--- src/rtl/walkpat_pkg.sv ---
package walkpat_pkg;

  typedef enum logic [2:0] {
    S_IDLE,
    S_WSET,
    S_WR,
    S_RSET,
    S_RD,
    S_RTAIL,
    S_DONE
  } wp_state_e;

endpackage

--- src/rtl/wp_addr_seq.sv ---
module wp_addr_seq #(
  parameter int AW = 8
) (
  input  logic          clk,
  input  logic          rst_n,
  input  logic          load,
  input  logic          adv,
  input  logic [AW-1:0] base_addr,
  input  logic [AW-1:0] hi,
  input  logic [AW-1:0] step,
  output logic [AW-1:0] addr,
  output logic [AW-1:0] next_addr,
  output logic          last
);

  // one extra bit so the top of the address space never wraps
  logic [AW:0] sum;

  assign sum       = {1'b0, addr} + {1'b0, step};
  assign next_addr = sum[AW-1:0];
  assign last      = sum > {1'b0, hi};

  always_ff @(posedge clk) begin
    if (!rst_n)    addr <= '0;
    else if (load) addr <= base_addr;
    else if (adv)  addr <= next_addr;
  end

endmodule

--- src/rtl/wp_pattern.sv ---
module wp_pattern #(
  parameter int DW = 72
) (
  input  logic          clk,
  input  logic          rst_n,
  input  logic          init,
  input  logic          rewind,
  input  logic          adv,
  input  logic          next_pat,
  output logic [DW-1:0] dat,
  output logic          last_pat
);

  localparam int NPAT = 2 * DW;
  localparam int PW   = $clog2(NPAT);
  localparam logic [DW-1:0] ONE = {{(DW-1){1'b0}}, 1'b1};

  logic [DW-1:0] base;
  logic [DW-1:0] nbase;
  logic [PW-1:0] pidx;

  function automatic logic [DW-1:0] rotl1(input logic [DW-1:0] v);
    return {v[DW-2:0], v[DW-1]};
  endfunction

  // after the single-one set, switch to the single-zero set
  assign nbase    = (pidx == PW'(DW - 1)) ? ~ONE : rotl1(base);
  assign last_pat = (pidx == PW'(NPAT - 1));

  always_ff @(posedge clk) begin
    if (!rst_n) begin
      base <= ONE;
      dat  <= ONE;
      pidx <= '0;
    end else if (init) begin
      base <= ONE;
      dat  <= ONE;
      pidx <= '0;
    end else if (next_pat) begin
      base <= nbase;
      dat  <= nbase;
      pidx <= pidx + 1'b1;
    end else if (rewind) begin
      dat <= base;
    end else if (adv) begin
      dat <= rotl1(dat);
    end
  end

endmodule

--- src/rtl/wp_compare.sv ---
module wp_compare #(
  parameter int AW = 8,
  parameter int DW = 72
) (
  input  logic            clk,
  input  logic            rst_n,
  input  logic            clr,
  input  logic            issue,
  input  logic [AW-1:0]   addr,
  input  logic [DW-1:0]   exp_dat,
  input  logic [DW-1:0]   rdata,
  input  logic [DW/2-1:0] mask_hi,
  input  logic [DW/2-1:0] mask_lo,
  output logic            miss,
  output logic            fail,
  output logic [AW-1:0]   fail_addr,
  output logic [1:0]      fail_half,
  output logic [DW-1:0]   fail_exp,
  output logic [DW-1:0]   fail_act
);

  localparam int HW = DW / 2;

  logic          v_q;
  logic [AW-1:0] addr_q;
  logic [DW-1:0] exp_q;
  logic [DW-1:0] mask;
  logic [1:0]    hmiss;

  assign mask = {mask_hi, mask_lo};

  for (genvar h = 0; h < 2; h++) begin : g_half
    assign hmiss[h] = |((exp_q[h*HW +: HW] ^ rdata[h*HW +: HW]) & mask[h*HW +: HW]);
  end

  assign miss = v_q && (|hmiss) && !fail;

  always_ff @(posedge clk) begin
    if (!rst_n) begin
      v_q       <= 1'b0;
      addr_q    <= '0;
      exp_q     <= '0;
      fail      <= 1'b0;
      fail_addr <= '0;
      fail_half <= '0;
      fail_exp  <= '0;
      fail_act  <= '0;
    end else begin
      v_q <= issue;
      if (issue) begin
        addr_q <= addr;
        exp_q  <= exp_dat;
      end
      if (clr) begin
        fail      <= 1'b0;
        fail_addr <= '0;
        fail_half <= '0;
        fail_exp  <= '0;
        fail_act  <= '0;
      end else if (miss) begin
        fail      <= 1'b1;
        fail_addr <= addr_q;
        fail_half <= hmiss;
        fail_exp  <= exp_q;
        fail_act  <= rdata;
      end
    end
  end

endmodule

--- src/rtl/walkpat_tester.sv ---
module walkpat_tester
  import walkpat_pkg::*;
#(
  parameter int AW = 8,
  parameter int DW = 72
) (
  input  logic            clk,
  input  logic            rst_n,
  input  logic            start,
  input  logic [AW-1:0]   cfg_lo,
  input  logic [AW-1:0]   cfg_hi,
  input  logic [AW-1:0]   cfg_step,
  input  logic [DW/2-1:0] cfg_mask_hi,
  input  logic [DW/2-1:0] cfg_mask_lo,
  input  logic [AW-1:0]   cfg_wtrig_addr,
  input  logic [AW-1:0]   cfg_rtrig_addr,
  output logic            busy,
  output logic            done,
  output logic            fail,
  output logic [AW-1:0]   fail_addr,
  output logic [1:0]      fail_half,
  output logic [DW-1:0]   fail_exp,
  output logic [DW-1:0]   fail_act,
  output logic            wtrig,
  output logic            rtrig,
  output logic            ram_we,
  output logic            ram_re,
  output logic [AW-1:0]   ram_addr,
  output logic [DW-1:0]   ram_wdata,
  input  logic [DW-1:0]   ram_rdata
);

  localparam int HW = DW / 2;

  wp_state_e st;

  logic [AW-1:0] lo_q, hi_q, step_q, wta_q, rta_q;
  logic [HW-1:0] mhi_q, mlo_q;

  logic          accept, at_rest;
  logic          ag_load, ag_adv, last;
  logic [AW-1:0] addr, next_addr, base_addr;
  logic          pg_rewind, pg_next, last_pat;
  logic [DW-1:0] dat;
  logic          miss;

  assign at_rest   = (st == S_IDLE) || (st == S_DONE);
  assign accept    = start && at_rest;
  assign base_addr = at_rest ? cfg_lo : lo_q;

  assign pg_rewind = (st == S_WR) && last;
  assign pg_next   = (st == S_RTAIL) && !miss && !last_pat;
  assign ag_load   = accept || pg_rewind || pg_next;
  assign ag_adv    = ((st == S_WR) && !last) || ((st == S_RD) && !last && !miss);

  wp_addr_seq #(.AW(AW)) u_addr (
    .clk       (clk),
    .rst_n     (rst_n),
    .load      (ag_load),
    .adv       (ag_adv),
    .base_addr (base_addr),
    .hi        (hi_q),
    .step      (step_q),
    .addr      (addr),
    .next_addr (next_addr),
    .last      (last)
  );

  wp_pattern #(.DW(DW)) u_pat (
    .clk      (clk),
    .rst_n    (rst_n),
    .init     (accept),
    .rewind   (pg_rewind),
    .adv      (ag_adv),
    .next_pat (pg_next),
    .dat      (dat),
    .last_pat (last_pat)
  );

  wp_compare #(.AW(AW), .DW(DW)) u_cmp (
    .clk       (clk),
    .rst_n     (rst_n),
    .clr       (accept),
    .issue     (st == S_RD),
    .addr      (addr),
    .exp_dat   (dat),
    .rdata     (ram_rdata),
    .mask_hi   (mhi_q),
    .mask_lo   (mlo_q),
    .miss      (miss),
    .fail      (fail),
    .fail_addr (fail_addr),
    .fail_half (fail_half),
    .fail_exp  (fail_exp),
    .fail_act  (fail_act)
  );

  always_ff @(posedge clk) begin
    if (!rst_n) begin
      st     <= S_IDLE;
      lo_q   <= '0;
      hi_q   <= '0;
      step_q <= AW'(1);
      wta_q  <= '0;
      rta_q  <= '0;
      mhi_q  <= '0;
      mlo_q  <= '0;
    end else begin
      if (accept) begin
        lo_q   <= cfg_lo;
        hi_q   <= cfg_hi;
        step_q <= (cfg_step == '0) ? AW'(1) : cfg_step;
        wta_q  <= cfg_wtrig_addr;
        rta_q  <= cfg_rtrig_addr;
        mhi_q  <= cfg_mask_hi;
        mlo_q  <= cfg_mask_lo;
      end
      unique case (st)
        S_IDLE, S_DONE: if (accept) st <= (cfg_lo > cfg_hi) ? S_DONE : S_WSET;
        S_WSET:         st <= S_WR;
        S_WR:           if (last) st <= S_RSET;
        S_RSET:         st <= S_RD;
        S_RD:           if (miss) st <= S_DONE; else if (last) st <= S_RTAIL;
        S_RTAIL:        st <= (miss || last_pat) ? S_DONE : S_WSET;
        default:        st <= S_IDLE;
      endcase
    end
  end

  assign busy      = !at_rest;
  assign done      = (st == S_DONE);
  assign ram_we    = (st == S_WR);
  assign ram_re    = (st == S_RD);
  assign ram_addr  = addr;
  assign ram_wdata = dat;

  assign wtrig = ((st == S_WSET) && (addr == wta_q)) ||
                 ((st == S_WR) && !last && (next_addr == wta_q));
  assign rtrig = ((st == S_RSET) && (addr == rta_q)) ||
                 ((st == S_RD) && !last && (next_addr == rta_q));

endmodule

--- config.mk ---
export PLATFORM = sky130hd
export DESIGN_NAME = walkpat_tester
export DESIGN_NICKNAME = d
export VERILOG_FILES = /design/src/rtl/walkpat_pkg.sv /design/src/rtl/wp_addr_seq.sv /design/src/rtl/wp_pattern.sv /design/src/rtl/wp_compare.sv /design/src/rtl/walkpat_tester.sv
export SDC_FILE = /design/constraint.sdc
export NUM_CORES = 1
export LEC_CHECK = 0
export ABC_AREA = 1
export BUFFER_PORTS_ARGS = -buffer_cell sky130_fd_sc_hd__buf_2
export CAP_MARGIN = 0
export CELL_PAD_IN_SITES_DETAIL_PLACEMENT = 0
export CELL_PAD_IN_SITES_GLOBAL_PLACEMENT = 1
export CORE_MARGIN = 2
export CORE_UTILIZATION = 44
export CTS_BUF_LIST = sky130_fd_sc_hd__clkbuf_4
export DETAILED_ROUTE_END_ITERATION = 10
export GPL_TIMING_DRIVEN = 0
export PLACE_DENSITY_LB_ADDON = 0.1
export SKIP_CTS_REPAIR_TIMING = 1
export SYNTH_ARGS = -nofsm -noshare
export SYNTH_HDL_FRONTEND = slang
export SYNTH_SLANG_ARGS = --single-unit
--- constraint.sdc ---
create_clock -name clk -period 6.15 [get_ports clk]
set_input_delay 0.9225 -clock clk [delete_from_list [all_inputs] [get_ports clk]]
set_output_delay 0.9225 -clock clk [all_outputs]
set_load 0.05 [all_outputs]
# Word level (Yosys, flattened, before mapping)
# Index checks and enable logic that the tools add are counted.
# classes
addsub,2
magnitude_cmp,2
eq_ne,15
mux,15
n_bitwise,5
reduce_logical,35
# op_table
operator,count
72-bit two-way mux,4
36-bit bitwise AND,2
36-bit OR reduction,2
72-bit OR reduction,1
36-bit XOR,2
8-bit equality test,4
8-bit two-way mux,4
3-bit two-way mux,6
3-bit case mux with 6 select lines,1
1-bit logical AND,13
8-bit by 8-bit adder with 9-bit output,1
"3-bit equality test, second input constant",3
9-bit by 8-bit > comparator with 1-bit output,1
"8-bit by 1-bit adder with 8-bit output, second input constant",1
"8-bit by 7-bit equality test with 1-bit output, second input constant",1
"8-bit equality test, second input constant",1
8-bit > comparator,1
8-bit logical NOT,1
1-bit logical OR,7
"3-bit by 2-bit equality test with 1-bit output, second input constant",2
1-bit logical NOT,5
2-bit OR reduction,2
"3-bit by 1-bit equality test with 1-bit output, second input constant",1
3-bit logical NOT,1
7 further kinds,7
# totals
regBits,511
input_bits,187
out_inout_bits,241
elab_cells,94

# Logic depth before layout (Yosys ltp)
# logic_depth
depth_word,11
mapped_depth,25
ltp_nobuf,24

# By module
# From an unflattened synthesis, not the netlist that was laid out.
# unflattened
cells_unflattened,3329
area_unflattened_um2,22511.6
# modules_own_cells
mod,instances,cells_per_inst,area_per_inst_um2,seq_area_each_um2
wp_compare,1,1526,9929.5,4724.5
wp_pattern,1,999,6703.9,3042.9
walkpat_tester,1,662,4927.2,2302.2
wp_addr_seq,1,142,950.9,160.2

# Least setup slack after synthesis
# OpenSTA, ideal clock, no wires.
# synth_timing
path_kind,reg2out
startpoint,register u_addr.addr[0]
endpoint,output port rtrig
t_arrival_ns,4.153
required_time_ns,5.227
slack_ns,1.075
path_stages_with_launch,19
path_buffers,0
path_cell_list,dfxtp_1 ha_1 fa_1 a21oi_1 o21ai_1 nand2_1 nand2_1 a21oi_1 xor2_1 ha_1 a21o_1 a21oi_1 nand2_1 nand2_1 nand2_1 nor2_1 o21a_1 nand3_1 o21ai_0
# synth_between
elab_chain_len,6
word_cells_on_any_way,9
cone_classes,add/sub (1); order compare (1); eq/ne (2); reduce/logical (5)
# synth_lines
item,line,text
"start, declared",wp_addr_seq.sv:11,"output logic [AW-1:0] addr,"
"start signal, assigned",wp_addr_seq.sv:25,else if (load) addr <= base_addr;
"start signal, assigned",wp_addr_seq.sv:26,else if (adv) addr <= next_addr;
8-bit by 8-bit adder with 9-bit output,wp_addr_seq.sv:19,"assign sum = {1'b0, addr} + {1'b0, step};"
9-bit by 8-bit > comparator with 1-bit output,wp_addr_seq.sv:21,"assign last = sum > {1'b0, hi};"
1-bit logical NOT,walkpat_tester.sv:140,((st == S_RD) && !last && (next_addr == rta_q));
1-bit logical AND (2 in series),walkpat_tester.sv:140,
1-bit logical OR (*),walkpat_tester.sv:139,assign rtrig = ((st == S_RSET) && (addr == rta_q)) ||
"end, declared",walkpat_tester.sv:25,"output logic rtrig,"
# Mark *: on every way between the ends. The rest lies on a longest branch, timed or not.

# Worst setup path in the final report
# Same ends and word-level chain as after synthesis.

==> results.yml <==
sta:
  maxClockFrequency_ghz: 0.1695
  worst_slew_pin_slew_ps: 1281
  report.final.hold_viol_count: 0
  final-setup-viol-count: 0
  clock-skew-final_ps: 56.61
  timing.final.crit_period_ps: 5900
  final_min_period_over_clock_period: 0.9594
  timing.setup.tns_ps: 0
  final-max-slew-violation-count: 0
  grt_setup_unrepaired: "no"
  postLayoutSetupSlackWorst_ps: 249.5
  worst_slew_margin_rel: 0.1386
drt:
  detail_route.vias_per_cell: 5.414
  routed_wirelength_um: 86990
  detailedRoute.firstIterationViolations: 1748
  post_drt_wl_per_cell_um: 20.37
  routed-via-count: 23122
  route.antenna.remaining_nets: 0
  post-route-drc-count: 0
  drt-pass1-iter-count: 6
power:
  power.share.clock: 0.207
  netSwitchingFraction: 0.4945
  vdd_drop_max_uv: 239.0
  power.combinational.fraction: 0.471
  power.share.sequential: 0.322
  power_report.internal_total_mw: 7.221
  total_switching_power_mw: 7.064
  leak_pwr_nw: 12.01
  p_per_area_nw_per_um2: 548.6
clock_tree:
  cts_inserted_buffers: 145
  clk_pin_slew_ps: 60
  clkSinkCount: 511
  clock_path_buffers: 3
  tritoncts_clock_tree: "yes"
  worstSkewPairLatency_ps: 1000
  clk_root_buffer_cell: "sky130_fd_sc_hd__clkbuf_4"
  ctsHtreeMaxLevel: 4
yosys:
  synth.top_cell.area_share: 0.4756
  synthMostInstantiatedCell: "sky130_fd_sc_hd__nand2_1"
  yosysTopAreaCell: "sky130_fd_sc_hd__dfxtp_1"
  postSynthAreaPerCell_sq_um: 7.167
  synth_nets: 3214
  ys_seq_area_frac: 0.4756
  post_synth_inst_count: 3001
  synth.area.top_cells: "sky130_fd_sc_hd__dfxtp_1 (48%), sky130_fd_sc_hd__o21ai_0 (11%), sky130_fd_sc_hd__nand2_1 (9.2%)"
  syn_area_sq_um: 21510
  synth.lib_cells_used.distinct: 43
  ys_warns: 0
  yosys_most_used_dff: "sky130_fd_sc_hd__dfxtp_1"
  synth-edff-count: 0
  synth.cells.most_frequent: "sky130_fd_sc_hd__nand2_1 (530), sky130_fd_sc_hd__dfxtp_1 (511), sky130_fd_sc_hd__o21ai_0 (477)"
  post_synthesis_async_set_or_reset_flop_share: 0
  ys_ff_latch: 511
critical_path:
  max_stage_delay_ps: 460
  worst_setup_path_start_kind: "flop"
  critical_path_cell_by_cell: "ha_1 > fa_1 > a21oi_1 > o21ai_1 > nand2_1 > nand2_1 > a21oi_1 > xor2_2 > ha_1 > a21o_1 > a21oi_1 > nand2_1 > nand2_1 > nand2_1 > nor2_1 > o21a_1 > nand3_1 > o21ai_0 > buf_2"
  timing.reg2reg.setup_slack_ps: 870
  timing.setup.critical_path_class: "flop to output port"
  setup.worst_path.end_class: "output port"
  slowest_stage: "sky130_fd_sc_hd__dfxtp_1"
  cp.required_ps: 5230
  worstPathMaxFanout: 8
  worst_path_most_repeated_cell: "sky130_fd_sc_hd__nand2_1"
  critPathArrivalTime_ps: 4980
die:
  die-height_um: 225.1
  num_rows: 81
  die_w_um: 225.1
  design.portCount: 428
  core_sq_um: 48550
  initial_core_util: 0.4431
  dieArea_sq_um: 50670
min_path:
  hold_path_class: "input port to flop"
placed_design:
  place_ws_ps: 733.2
  number_of_placed_instances_taps_included: 4049
  port_buffers: 426
  post_detail_place_hpwl_um: 65860
  finalWeightedCongestion: 0.9047
finish:
  n_fill_cell: 4987
  area_growth_pct: 21.07
  final_core_utilization: 0.5364
  finalNetCount: 3788
  drive_above_1_share: 0.1933
  final-instance-count-excl-fill: 4271
global_route:
  initial_antenna_violation_count: 4
  gr-usage-met3: 0.07901
  use_met2: 0.5468
  grt_remaining_overflow: 0
  grt_pass1_wl_um: 129400
  grt_start_max_net_pins: 17
  vias_in_the_first_global_route: 22109
  busiest_layer: "met2"
  overall_track_demand_over_capacity_in_global_routing: 0.3399
  grt_met1_use: 0.4370
status:
  result_of_the_run: "finished, final reports clean"
flow_run:
  max_cap_viol: 0
-- power by group through the flow --
| stage | logic (mW) | registers, mW | clock network [mW] |
|---|---|---|---|
| 6_report | 6.73 | 4.61 | 2.95 |
| 5_1_grt | 7.33 | 4.68 | 3.18 |
| 4_1_cts | 6.66 | 4.59 | 3.00 |
| 3_5_place_dp | 6.63 | 4.64 | 0 |
| 3_3_place_gp | 6.59 | 4.63 | 0 |
| 2_1_floorplan | 3.09 | 5.96 | 0 |
-- registers in the layout, indices dropped and copies added (netlist names), 36 cells and up --
signal          cells
u_cmp.fail_act     72
u_cmp.exp_q        72
u_pat.dat          72
mlo_q              36
mhi_q              36
u_pat.base         72
u_cmp.fail_exp     72
-- logic make-up after synthesis --
family,Yosys count,synth area share
AOI/OAI and AO/OA,894,0.2135
xor gates and xnor gates,15,0.006108
adders and majority gates,26,0.01547
buffers and inverters,449,0.08179
DFF,511,0.4756
and+or+nand+nor,1106,0.2075
-- layout make-up --
type	instances	area [sq um]	area share
inverters	261	979.7	0.03762
repair buffers	427	2140	0.08216
clock buffers	199	1494	0.05737
diodes	1	2.502	0.00009610
flip-flops and latches	511	10230	0.3928
multi-input cells	2041	9527	0.3658
clock inverters	21	110.1	0.004228
well taps	622	778.2	0.02989
plain buffers	188	779.5	0.02993
-- placed cells by master, fill, tap and decap left out, types with 2 or more instances in the layout --
| cell | n |
|---|---|
| sky130_fd_sc_hd__nand3_1 | 145 |
| sky130_fd_sc_hd__o22ai_1 | 16 |
| sky130_fd_sc_hd__o21ai_1 | 87 |
| sky130_fd_sc_hd__clkbuf_1 | 131 |
| sky130_fd_sc_hd__or2_0 | 2 |
| sky130_fd_sc_hd__nand4_1 | 11 |
| sky130_fd_sc_hd__xor2_1 | 12 |
| sky130_fd_sc_hd__buf_2 | 475 |
| sky130_fd_sc_hd__o21a_1 | 2 |
| sky130_fd_sc_hd__nand2_2 | 4 |
| sky130_fd_sc_hd__ha_1 | 25 |
| sky130_fd_sc_hd__a221oi_1 | 3 |
| sky130_fd_sc_hd__xnor2_1 | 2 |
| sky130_fd_sc_hd__a21oi_1 | 279 |
| sky130_fd_sc_hd__nand3b_1 | 4 |
| sky130_fd_sc_hd__nor3_1 | 8 |
| sky130_fd_sc_hd__buf_4 | 4 |
| sky130_fd_sc_hd__nor2_1 | 387 |
| sky130_fd_sc_hd__or2_2 | 4 |
| sky130_fd_sc_hd__nand2_1 | 530 |
| sky130_fd_sc_hd__clkinv_1 | 17 |
| sky130_fd_sc_hd__nor4_1 | 3 |
| sky130_fd_sc_hd__clkbuf_4 | 199 |
| sky130_fd_sc_hd__nor2_2 | 3 |
| sky130_fd_sc_hd__o211ai_1 | 2 |
| sky130_fd_sc_hd__dfxtp_1 | 511 |
| sky130_fd_sc_hd__inv_1 | 254 |
| sky130_fd_sc_hd__o21ai_0 | 477 |
| sky130_fd_sc_hd__buf_1 | 4 |
| sky130_fd_sc_hd__inv_2 | 8 |
| sky130_fd_sc_hd__a211oi_1 | 22 |
-- metrics by stage --
step	power [mW]	hold slack [ps]	area (sq um)
2_1_floorplan	9.051	419.1	21510
3_3_place_gp	11.22	429.9	24420
3_5_place_dp	11.28	436.0	24420
4_1_cts	14.25	77.72	26020
5_1_grt	15.19	139.8	26040
6_report	14.29	156.0	26040
-- routing by layer --
metal / vias up / part of all wire
met2: 916 / 0.46
met1: 10949 / 0.43
met3: 173 / 0.076
li1: 11080 / -
met4: 4 / 0.033
met5: - / 0.00033
-- critical path: cells and delay by family, from the launching register on --
| family | cells | cell delay [ps] |
|---|---|---|
| buffers and inverters | 1 | 330 |
| XOR/XNOR | 1 | 250 |
| AND/OR/NAND/NOR | 7 | 690 |
| flip-flops | 1 | 460 |
| AO/OA/AOI/OAI | 7 | 1260 |
| adder cells (fa/ha/maj) | 3 | 1000 |
-- path summary, 6_finish.rpt --
path	from	endpoint	depth (start not counted)
worst max register to register	u_addr.addr[0]	u_pat.dat[70]	22
worst min register to register	mhi_q[0]	mhi_q[0]	2
worst max-delay path	u_addr.addr[0]	rtrig	19
worst min-delay path	cfg_mask_hi[8]	mhi_q[8]	3
(Power assumes the default switching activity.)
